==> config.mk <==
export PLATFORM = sky130hd
export DESIGN_NAME = dram_strobe_array
export DESIGN_NICKNAME = d
export VERILOG_FILES = /design/src/rtl/dsa_pkg.sv /design/src/rtl/dsa_ctrl.sv /design/src/rtl/dsa_row_decoder.sv /design/src/rtl/dsa_cell_array.sv /design/src/rtl/dsa_row_latch.sv /design/src/rtl/dram_strobe_array.sv
export SDC_FILE = /design/constraint.sdc
export NUM_CORES = 1
export LEC_CHECK = 0
export BUFFER_PORTS_ARGS = -buffer_cell sky130_fd_sc_hd__buf_4
export CORE_ASPECT_RATIO = 2
export CORE_MARGIN = 1
export CORE_UTILIZATION = 35
export DETAILED_ROUTE_END_ITERATION = 10
export GPL_TIMING_DRIVEN = 1
export SETUP_SLACK_MARGIN = 0.02
export SYNTH_ARGS = -nofsm -noshare
export SYNTH_HDL_FRONTEND = slang
export SYNTH_SLANG_ARGS = --single-unit
==> constraint.sdc <==
create_clock -name clk -period 2.68 [get_ports clk]
set_input_delay 0.134 -clock clk [delete_from_list [all_inputs] [get_ports clk]]
set_output_delay 0.134 -clock clk [all_outputs]
set_load 0.1 [all_outputs]
==> src/rtl/dsa_pkg.sv <==
package dsa_pkg;

    typedef enum logic [2:0] {
        ST_IDLE       = 3'd0,
        ST_ROW_OPEN   = 3'd1,
        ST_COL_ACCESS = 3'd2,
        ST_RESTORE    = 3'd3,
        ST_PRECHARGE  = 3'd4
    } dsa_state_e;

endpackage

==> src/rtl/dsa_ctrl.sv <==
module dsa_ctrl
    import dsa_pkg::*;
#(
    parameter int ROW_AW  = 3,
    parameter int COL_AW  = 3,
    parameter int ADDR_W  = 3,
    parameter int PRE_CYC = 2
) (
    input  logic              clk,
    input  logic              rst_n,
    input  logic              ras,
    input  logic              cas,
    input  logic              we,
    input  logic [ADDR_W-1:0] addr,
    output dsa_state_e        state,
    output logic              act,
    output logic              col_wr,
    output logic              restore,
    output logic [ROW_AW-1:0] row_ptr,
    output logic [COL_AW-1:0] col_q,
    output logic              rd_en,
    output logic              proto_err
);

    localparam int CNT_W = (PRE_CYC < 2) ? 1 : $clog2(PRE_CYC + 1);

    dsa_state_e        state_n;
    logic              ras_q, cas_q;
    logic              ras_rise, cas_rise;
    logic [ROW_AW-1:0] row_q;
    logic              rd_mode;
    logic [CNT_W-1:0]  pre_cnt;
    logic              col_take;
    logic              err_n;

    assign ras_rise = ras & ~ras_q;
    assign cas_rise = cas & ~cas_q;

    // next-state logic
    always_comb begin
        state_n = state;
        unique case (state)
            ST_IDLE:       if (ras_rise) state_n = ST_ROW_OPEN;
            ST_ROW_OPEN: begin
                if (!ras)          state_n = ST_RESTORE;
                else if (cas_rise) state_n = ST_COL_ACCESS;
            end
            ST_COL_ACCESS: begin
                if (!ras)      state_n = ST_RESTORE;
                else if (!cas) state_n = ST_ROW_OPEN;
            end
            ST_RESTORE:    state_n = ST_PRECHARGE;
            ST_PRECHARGE:  if (pre_cnt == '0) state_n = ST_IDLE;
            default:       state_n = ST_IDLE;
        endcase
    end

    // event strobes and protocol checks
    always_comb begin
        act      = 1'b0;
        col_take = 1'b0;
        restore  = 1'b0;
        err_n    = 1'b0;
        unique case (state)
            ST_IDLE: begin
                act   = ras_rise;
                err_n = cas_rise;
            end
            ST_ROW_OPEN: begin
                col_take = ras & cas_rise;
                err_n    = ~ras & cas_rise;
            end
            ST_COL_ACCESS: ;
            ST_RESTORE: begin
                restore = 1'b1;
                err_n   = ras_rise | cas_rise;
            end
            ST_PRECHARGE: err_n = ras_rise | cas_rise;
            default: ;
        endcase
    end

    assign col_wr  = col_take & we;
    assign row_ptr = act ? addr[ROW_AW-1:0] : row_q;

    // state register and captured fields
    always_ff @(posedge clk or negedge rst_n) begin
        if (!rst_n) begin
            state     <= ST_IDLE;
            ras_q     <= 1'b0;
            cas_q     <= 1'b0;
            row_q     <= '0;
            col_q     <= '0;
            rd_mode   <= 1'b0;
            pre_cnt   <= '0;
            proto_err <= 1'b0;
        end else begin
            state     <= state_n;
            ras_q     <= ras;
            cas_q     <= cas;
            proto_err <= err_n;
            if (act) row_q <= addr[ROW_AW-1:0];
            if (col_take) begin
                col_q   <= addr[COL_AW-1:0];
                rd_mode <= ~we;
            end
            if (state == ST_RESTORE)
                pre_cnt <= CNT_W'(PRE_CYC - 1);
            else if (state == ST_PRECHARGE && pre_cnt != '0)
                pre_cnt <= pre_cnt - 1'b1;
        end
    end

    // output process
    always_comb begin
        rd_en = 1'b0;
        unique case (state)
            ST_COL_ACCESS: rd_en = rd_mode;
            ST_IDLE, ST_ROW_OPEN, ST_RESTORE, ST_PRECHARGE: rd_en = 1'b0;
            default: rd_en = 1'b0;
        endcase
    end

    // row release always leads into restore, then precharge
    p_release_restore_r6: assert property (@(posedge clk) disable iff (!rst_n)
        ((state == ST_ROW_OPEN || state == ST_COL_ACCESS) && !ras) |=> (state == ST_RESTORE));
    p_restore_prech_r6: assert property (@(posedge clk) disable iff (!rst_n)
        (state == ST_RESTORE) |=> (state == ST_PRECHARGE));
    // no activation straight out of precharge; a strobe there errors
    p_no_act_prech_r9: assert property (@(posedge clk) disable iff (!rst_n)
        (state == ST_PRECHARGE) |=> (state != ST_ROW_OPEN));
    p_prech_ras_err_r9: assert property (@(posedge clk) disable iff (!rst_n)
        (state == ST_PRECHARGE && ras && !ras_q) |=> proto_err);
    // column strobe with no row errors
    p_idle_cas_err_r8: assert property (@(posedge clk) disable iff (!rst_n)
        (state == ST_IDLE && cas && !cas_q) |=> (proto_err && state != ST_COL_ACCESS));
    // read data only ever follows a held row strobe
    p_rd_needs_ras_r3: assert property (@(posedge clk) disable iff (!rst_n)
        rd_en |-> $past(ras));

endmodule

==> src/rtl/dsa_row_decoder.sv <==
module dsa_row_decoder #(
    parameter int ROW_AW = 3,
    parameter int NROWS  = 1 << ROW_AW
) (
    input  logic [ROW_AW-1:0] row_ptr,
    output logic [NROWS-1:0]  wl
);

    for (genvar i = 0; i < NROWS; i++) begin : g_wl
        assign wl[i] = (row_ptr == ROW_AW'(i));
    end

endmodule

==> src/rtl/dsa_cell_array.sv <==
module dsa_cell_array #(
    parameter int NROWS = 8,
    parameter int NCOLS = 8
) (
    input  logic             clk,
    input  logic             rst_n,
    input  logic [NROWS-1:0] wl,
    input  logic             disturb,
    input  logic             restore,
    input  logic [NCOLS-1:0] wdata,
    output logic [NCOLS-1:0] rd_row
);

    // storage cells carry no reset: they model charge, not control state
    logic [NROWS-1:0][NCOLS-1:0] cells;

    always_ff @(posedge clk) begin
        for (int i = 0; i < NROWS; i++) begin
            if (wl[i]) begin
                if (disturb)      cells[i] <= ~cells[i];
                else if (restore) cells[i] <= wdata;
            end
        end
    end

    always_comb begin
        rd_row = '0;
        for (int i = 0; i < NROWS; i++)
            if (wl[i]) rd_row = rd_row | cells[i];
    end

    // outside activate and restore no cell changes
    p_cells_hold_r6: assert property (@(posedge clk) disable iff (!rst_n)
        (!disturb && !restore) |=> (cells === $past(cells)));

endmodule

==> src/rtl/dsa_row_latch.sv <==
module dsa_row_latch #(
    parameter int NCOLS  = 8,
    parameter int COL_AW = 3
) (
    input  logic              clk,
    input  logic              rst_n,
    input  logic              load,
    input  logic [NCOLS-1:0]  row_in,
    input  logic              wr,
    input  logic [COL_AW-1:0] wr_col,
    input  logic              wr_bit,
    input  logic [COL_AW-1:0] rd_col,
    input  logic              rd_en,
    output logic [NCOLS-1:0]  bits,
    output logic              data_out
);

    always_ff @(posedge clk or negedge rst_n) begin
        if (!rst_n) begin
            bits <= '0;
        end else if (load) begin
            bits <= row_in;
        end else if (wr) begin
            bits[wr_col] <= wr_bit;
        end
    end

    // column multiplexer into the data buffer
    assign data_out = rd_en ? bits[rd_col] : 1'b0;

    // a write touches at most one latch bit
    p_one_bit_write_r4: assert property (@(posedge clk) disable iff (!rst_n)
        wr |=> ($countones(bits ^ $past(bits)) <= 1));
    // without load or write, the latch holds
    p_latch_hold_r4: assert property (@(posedge clk) disable iff (!rst_n)
        (!wr && !load) |=> $stable(bits));

endmodule

==> src/rtl/dram_strobe_array.sv <==
module dram_strobe_array
    import dsa_pkg::*;
#(
    parameter int ROW_AW  = 3,
    parameter int COL_AW  = 3,
    parameter int PRE_CYC = 2
) (
    input  logic                                         clk,
    input  logic                                         rst_n,
    input  logic [((ROW_AW > COL_AW) ? ROW_AW : COL_AW)-1:0] mux_addr,
    input  logic                                         row_strobe,
    input  logic                                         col_strobe,
    input  logic                                         wr_en,
    input  logic                                         wr_bit,
    output logic                                         rd_bit,
    output logic                                         proto_err
);

    localparam int ADDR_W = (ROW_AW > COL_AW) ? ROW_AW : COL_AW;
    localparam int NROWS  = 1 << ROW_AW;
    localparam int NCOLS  = 1 << COL_AW;

    dsa_state_e        state;
    logic              act, col_wr, restore, rd_en;
    logic [ROW_AW-1:0] row_ptr;
    logic [COL_AW-1:0] col_q;
    logic [NROWS-1:0]  wl;
    logic [NCOLS-1:0]  arr_row, latch_bits;

    dsa_ctrl #(
        .ROW_AW (ROW_AW),
        .COL_AW (COL_AW),
        .ADDR_W (ADDR_W),
        .PRE_CYC(PRE_CYC)
    ) u_ctrl (
        .clk      (clk),
        .rst_n    (rst_n),
        .ras      (row_strobe),
        .cas      (col_strobe),
        .we       (wr_en),
        .addr     (mux_addr),
        .state    (state),
        .act      (act),
        .col_wr   (col_wr),
        .restore  (restore),
        .row_ptr  (row_ptr),
        .col_q    (col_q),
        .rd_en    (rd_en),
        .proto_err(proto_err)
    );

    dsa_row_decoder #(
        .ROW_AW(ROW_AW),
        .NROWS (NROWS)
    ) u_dec (
        .row_ptr(row_ptr),
        .wl     (wl)
    );

    dsa_cell_array #(
        .NROWS(NROWS),
        .NCOLS(NCOLS)
    ) u_array (
        .clk    (clk),
        .rst_n  (rst_n),
        .wl     (wl),
        .disturb(act),
        .restore(restore),
        .wdata  (latch_bits),
        .rd_row (arr_row)
    );

    dsa_row_latch #(
        .NCOLS (NCOLS),
        .COL_AW(COL_AW)
    ) u_latch (
        .clk     (clk),
        .rst_n   (rst_n),
        .load    (act),
        .row_in  (arr_row),
        .wr      (col_wr),
        .wr_col  (mux_addr[COL_AW-1:0]),
        .wr_bit  (wr_bit),
        .rd_col  (col_q),
        .rd_en   (rd_en),
        .bits    (latch_bits),
        .data_out(rd_bit)
    );

    // right after activation the opened row holds the inverse of the latch
    p_disturb_r7: assert property (@(posedge clk) disable iff (!rst_n)
        (state == ST_ROW_OPEN && $past(state) == ST_IDLE) |-> (arr_row === ~latch_bits));

endmodule

==> results_dict.tcl <==
set metrics [dict create \
    status "complete, no violations" \
    wl_met2_um 7997 \
    relSlewSlack 0.3764 \
    antenna_found_initial 0 \
    p_per_area_nw_per_um2 1028 \
    intPower_w 0.003676 \
    path_class "in2reg" \
    die_area_um2 15620 \
    multi_input_area_um2 2605 \
    ys_types 46 \
    r2r-start "u_ctrl.ras_q" \
    synth_seq_cells 87 \
    fin_nets 550 \
    start_util 0.3566 \
    route.detailed.drc 0 \
    crit_top_cell "buf_4" \
    grt.total_usage 0.2047 \
    synth_top_area_frac 0.3637 \
    fp-row-count 63 \
    ys_warn_count 0 \
    syn_area_um2 5284 \
    grt_max_degree 69 \
    place_congestion 0.8922 \
    hold_start "mux_addr[2]" \
    routed_wl_um 14830 \
    netlist_instances 542 \
    cpPeakStageDelay_ns 0.74 \
    clk_path_buf_depth 2 \
    avgSynthCellArea_um2 9.749 \
    grt_remaining_overflow 0 \
    min_period_over_period 0.9459 \
    synth_edf_count 64 \
    rsz0062_at_grt "no" \
    synth_compound_gate_area_share 0.2553 \
    slew_violations 0 \
    p_total_w 0.006139 \
    seq_area_frac_synth 0.4726 \
    synthAdderAreaFrac 0.002368 \
    clkTransAtPathRegs_ns 0.06 \
    min_period_ns 2.535 \
    netSwitchingFraction 0.4011 \
    async_flop_share 0.2644 \
    whs_ns 0.04967 \
    rr_endpoint "u_latch.bits[2]" \
    critPathCaptureType "flop" \
    critPathTopFamily "buffers and inverters" \
    cts_made_buffers 9 \
    wire_per_inst_um 20.04 \
    power_switching_w 0.002462 \
    hold_viol_final 0 \
    viasPerCell 5.724 \
    dp_slack_ns -0.01445 \
    cp.required_ns 2.74 \
    cts_root_buf "clkbuf_16" \
    synth_xor_area_frac 0 \
    setup_viol 0 \
    synth.most_common_cell "nand2_1" \
    maxCapViolations 0 \
    portBuffers 10 \
    grt_pass1_wl_um 23270 \
    antenna_cells 0 \
    clkPwrFrac 0.203 \
    clk_latency_ns 0.35 \
    syn_nets 552 \
    tightest_slew_ns 0.9320 \
    cts_tree "yes" \
    dp_cells 720 \
    final_util 0.4029 \
    ant_nets 0 \
    crit_arrival_ns 2.59 \
    regArea_um2 2499 \
    fmax_mhz 394.5 \
    vias 4236 \
    yosys.area_share.simple 0.1800 \
    hpwlAfterDp_um 10750 \
    met1Wirelength_um 5558 \
    die_y_um 175.8 \
    combPwrFrac 0.448 \
    muxShareOfSynthArea 0.04925 \
    post_cts_buffers 0 \
    hold_path.class "in2reg" \
    ios 11 \
    synthTopCellsByArea "edfxtp_1, dfrtp_1, nand2b_1, a21oi_1, nand2_1" \
    pwr-share-seq 0.349 \
    critPathLaunchType "input pin" \
    drive_gt1_frac 0.1101 \
    synthFlopType "edfxtp_1" \
    fin_worst_skew_ns 0.006791 \
    synth_largest_area_cell "edfxtp_1" \
    timing.final.ws_setup_ns 0.1449 \
    grt_pass1_vias 4181 \
    coreArea_um2 14820 \
    ir_worst_vdd_v 0.0003157 \
    crit_chain "dlygate4sd3_1 > buf_4 > or4b_4 > buf_4 > nor2_4 > buf_12 > nor2_1 > a21oi_1" \
    wl_met3_um 445 \
    synth_top_family_by_area "compound AO/OA/AOI/OAI gates" \
    drtIter0Drc 325 \
    whs_endpoint "u_ctrl.row_q[2]" \
    path_buf_inv 4 \
    fillers 1446 \
    reg2reg_depth 6 \
    dr.pass1.iters 4 \
    fin_cells 740 \
    r2r_slack_ns 0.16 \
    cts_sinks 87 \
    top_layer "met4" \
    synth_common_cells "nand2_1, a21oi_1, nand2b_1" \
    slowest_stage "nor2_1" \
    syn2layout_area_growth_pct 13.00 \
    critPathMaxFanout 66 \
    h-tree-depth 3 \
    holdPathStages 3 \
    die_x_um 88.88 \
    p_leak_nw 2.177 \
]
layout make-up:
| type | count | area share |
|---|---|---|
| sequential | 87 | 0.4185 |
| inverter | 5 | 0.003143 |
| clock inverter | 2 | 0.001886 |
| clock buffer | 14 | 0.04778 |
| timing repair buffer | 33 | 0.05155 |
| tap | 195 | 0.04086 |
| multi-input combinational | 404 | 0.4363 |
worst min-delay path: stages:
cell and delay (ns):
buf_4 0.12, nand2_1 0.06, nand2_1 0.05
state kept, by name (all words and copies together) (netlist names):
| signal | cells |
|---|---|
| u_latch.bits | 8 |
| u_ctrl.proto_err | 1 |
| u_array.cells | 64 |
| u_ctrl.rd_mode | 1 |
| u_ctrl.pre_cnt | 2 |
| u_ctrl.row_q | 3 |
| u_ctrl.ras_q | 1 |
| u_ctrl.state | 3 |
| u_ctrl.cas_q | 1 |
| u_ctrl.col_q | 3 |
routing by layer:
layer / up-vias / track usage
li1: 2024 / -
met1: 2090 / 0.2214
met2: 89 / 0.3542
met3: 33 / 0.03430
met4: 0 / 0.1371
met5: - / 0
stage by stage:
step | setup TNS (ns) | cell area (µm²)
after floorplan | 0 | 5290
after global placement | 0 | 5615
after detailed placement | -0.01445 | 5615
after CTS | 0 | 5953
after global routing | 0 | 5971
final | 0 | 5971
layout by cell type (no fill, tap or decap), types with 10 or more instances in the layout:
cell type,instances
clkbuf_16,10
nand2b_1,69
a21oi_1,71
nand2_1,76
buf_4,25
dfrtp_1,22
mux2i_1,17
a22oi_1,25
edfxtp_1,64
a2bb2oi_1,24
o21ai_0,15
nor2_1,17
a211oi_1,33
kinds of logic after synthesis:
family / after synthesis
buffers and inverters: 51
DFF: 87
AOI/OAI and AO/OA: 195
muxes: 23
and+or+nand+nor: 185
adders and majority gates: 1
worst max path at each step:
| stage | to | slack, ns | cells past startpoint | start |
|---|---|---|---|---|
| floorplan | rd_bit | 0.05 | 3 | u_ctrl.state[2] |
| detailed placement | u_latch.bits[4] | -0.01 | 5 | u_ctrl.ras_q |
| finish | u_array.cells[13] | 0.14 | 8 | row_strobe |
| global placement | u_latch.bits[4] | 0.01 | 5 | u_ctrl.ras_q |
| CTS | u_latch.bits[2] | 0.07 | 6 | u_ctrl.ras_q |
| global route | u_latch.bits[2] | 0.03 | 6 | u_ctrl.ras_q |
power groups by stage:
stage | clock network (W) | logic, W | registers, W
after floorplan | 0 | 0.00187 | 0.00208
after global placement | 0 | 0.00265 | 0.00215
after detailed placement | 0 | 0.00272 | 0.00216
after CTS | 0.00127 | 0.00273 | 0.00214
after global routing | 0.00132 | 0.00300 | 0.00218
final | 0.00125 | 0.00275 | 0.00214
repair_timing:
action	in CTS	in global routing
endpoints found under the hold margin	26	0
hold buffers	4	0
gates resized for setup	1	5
setup endpoints to repair	1	12
(Power assumes the default switching activity.)
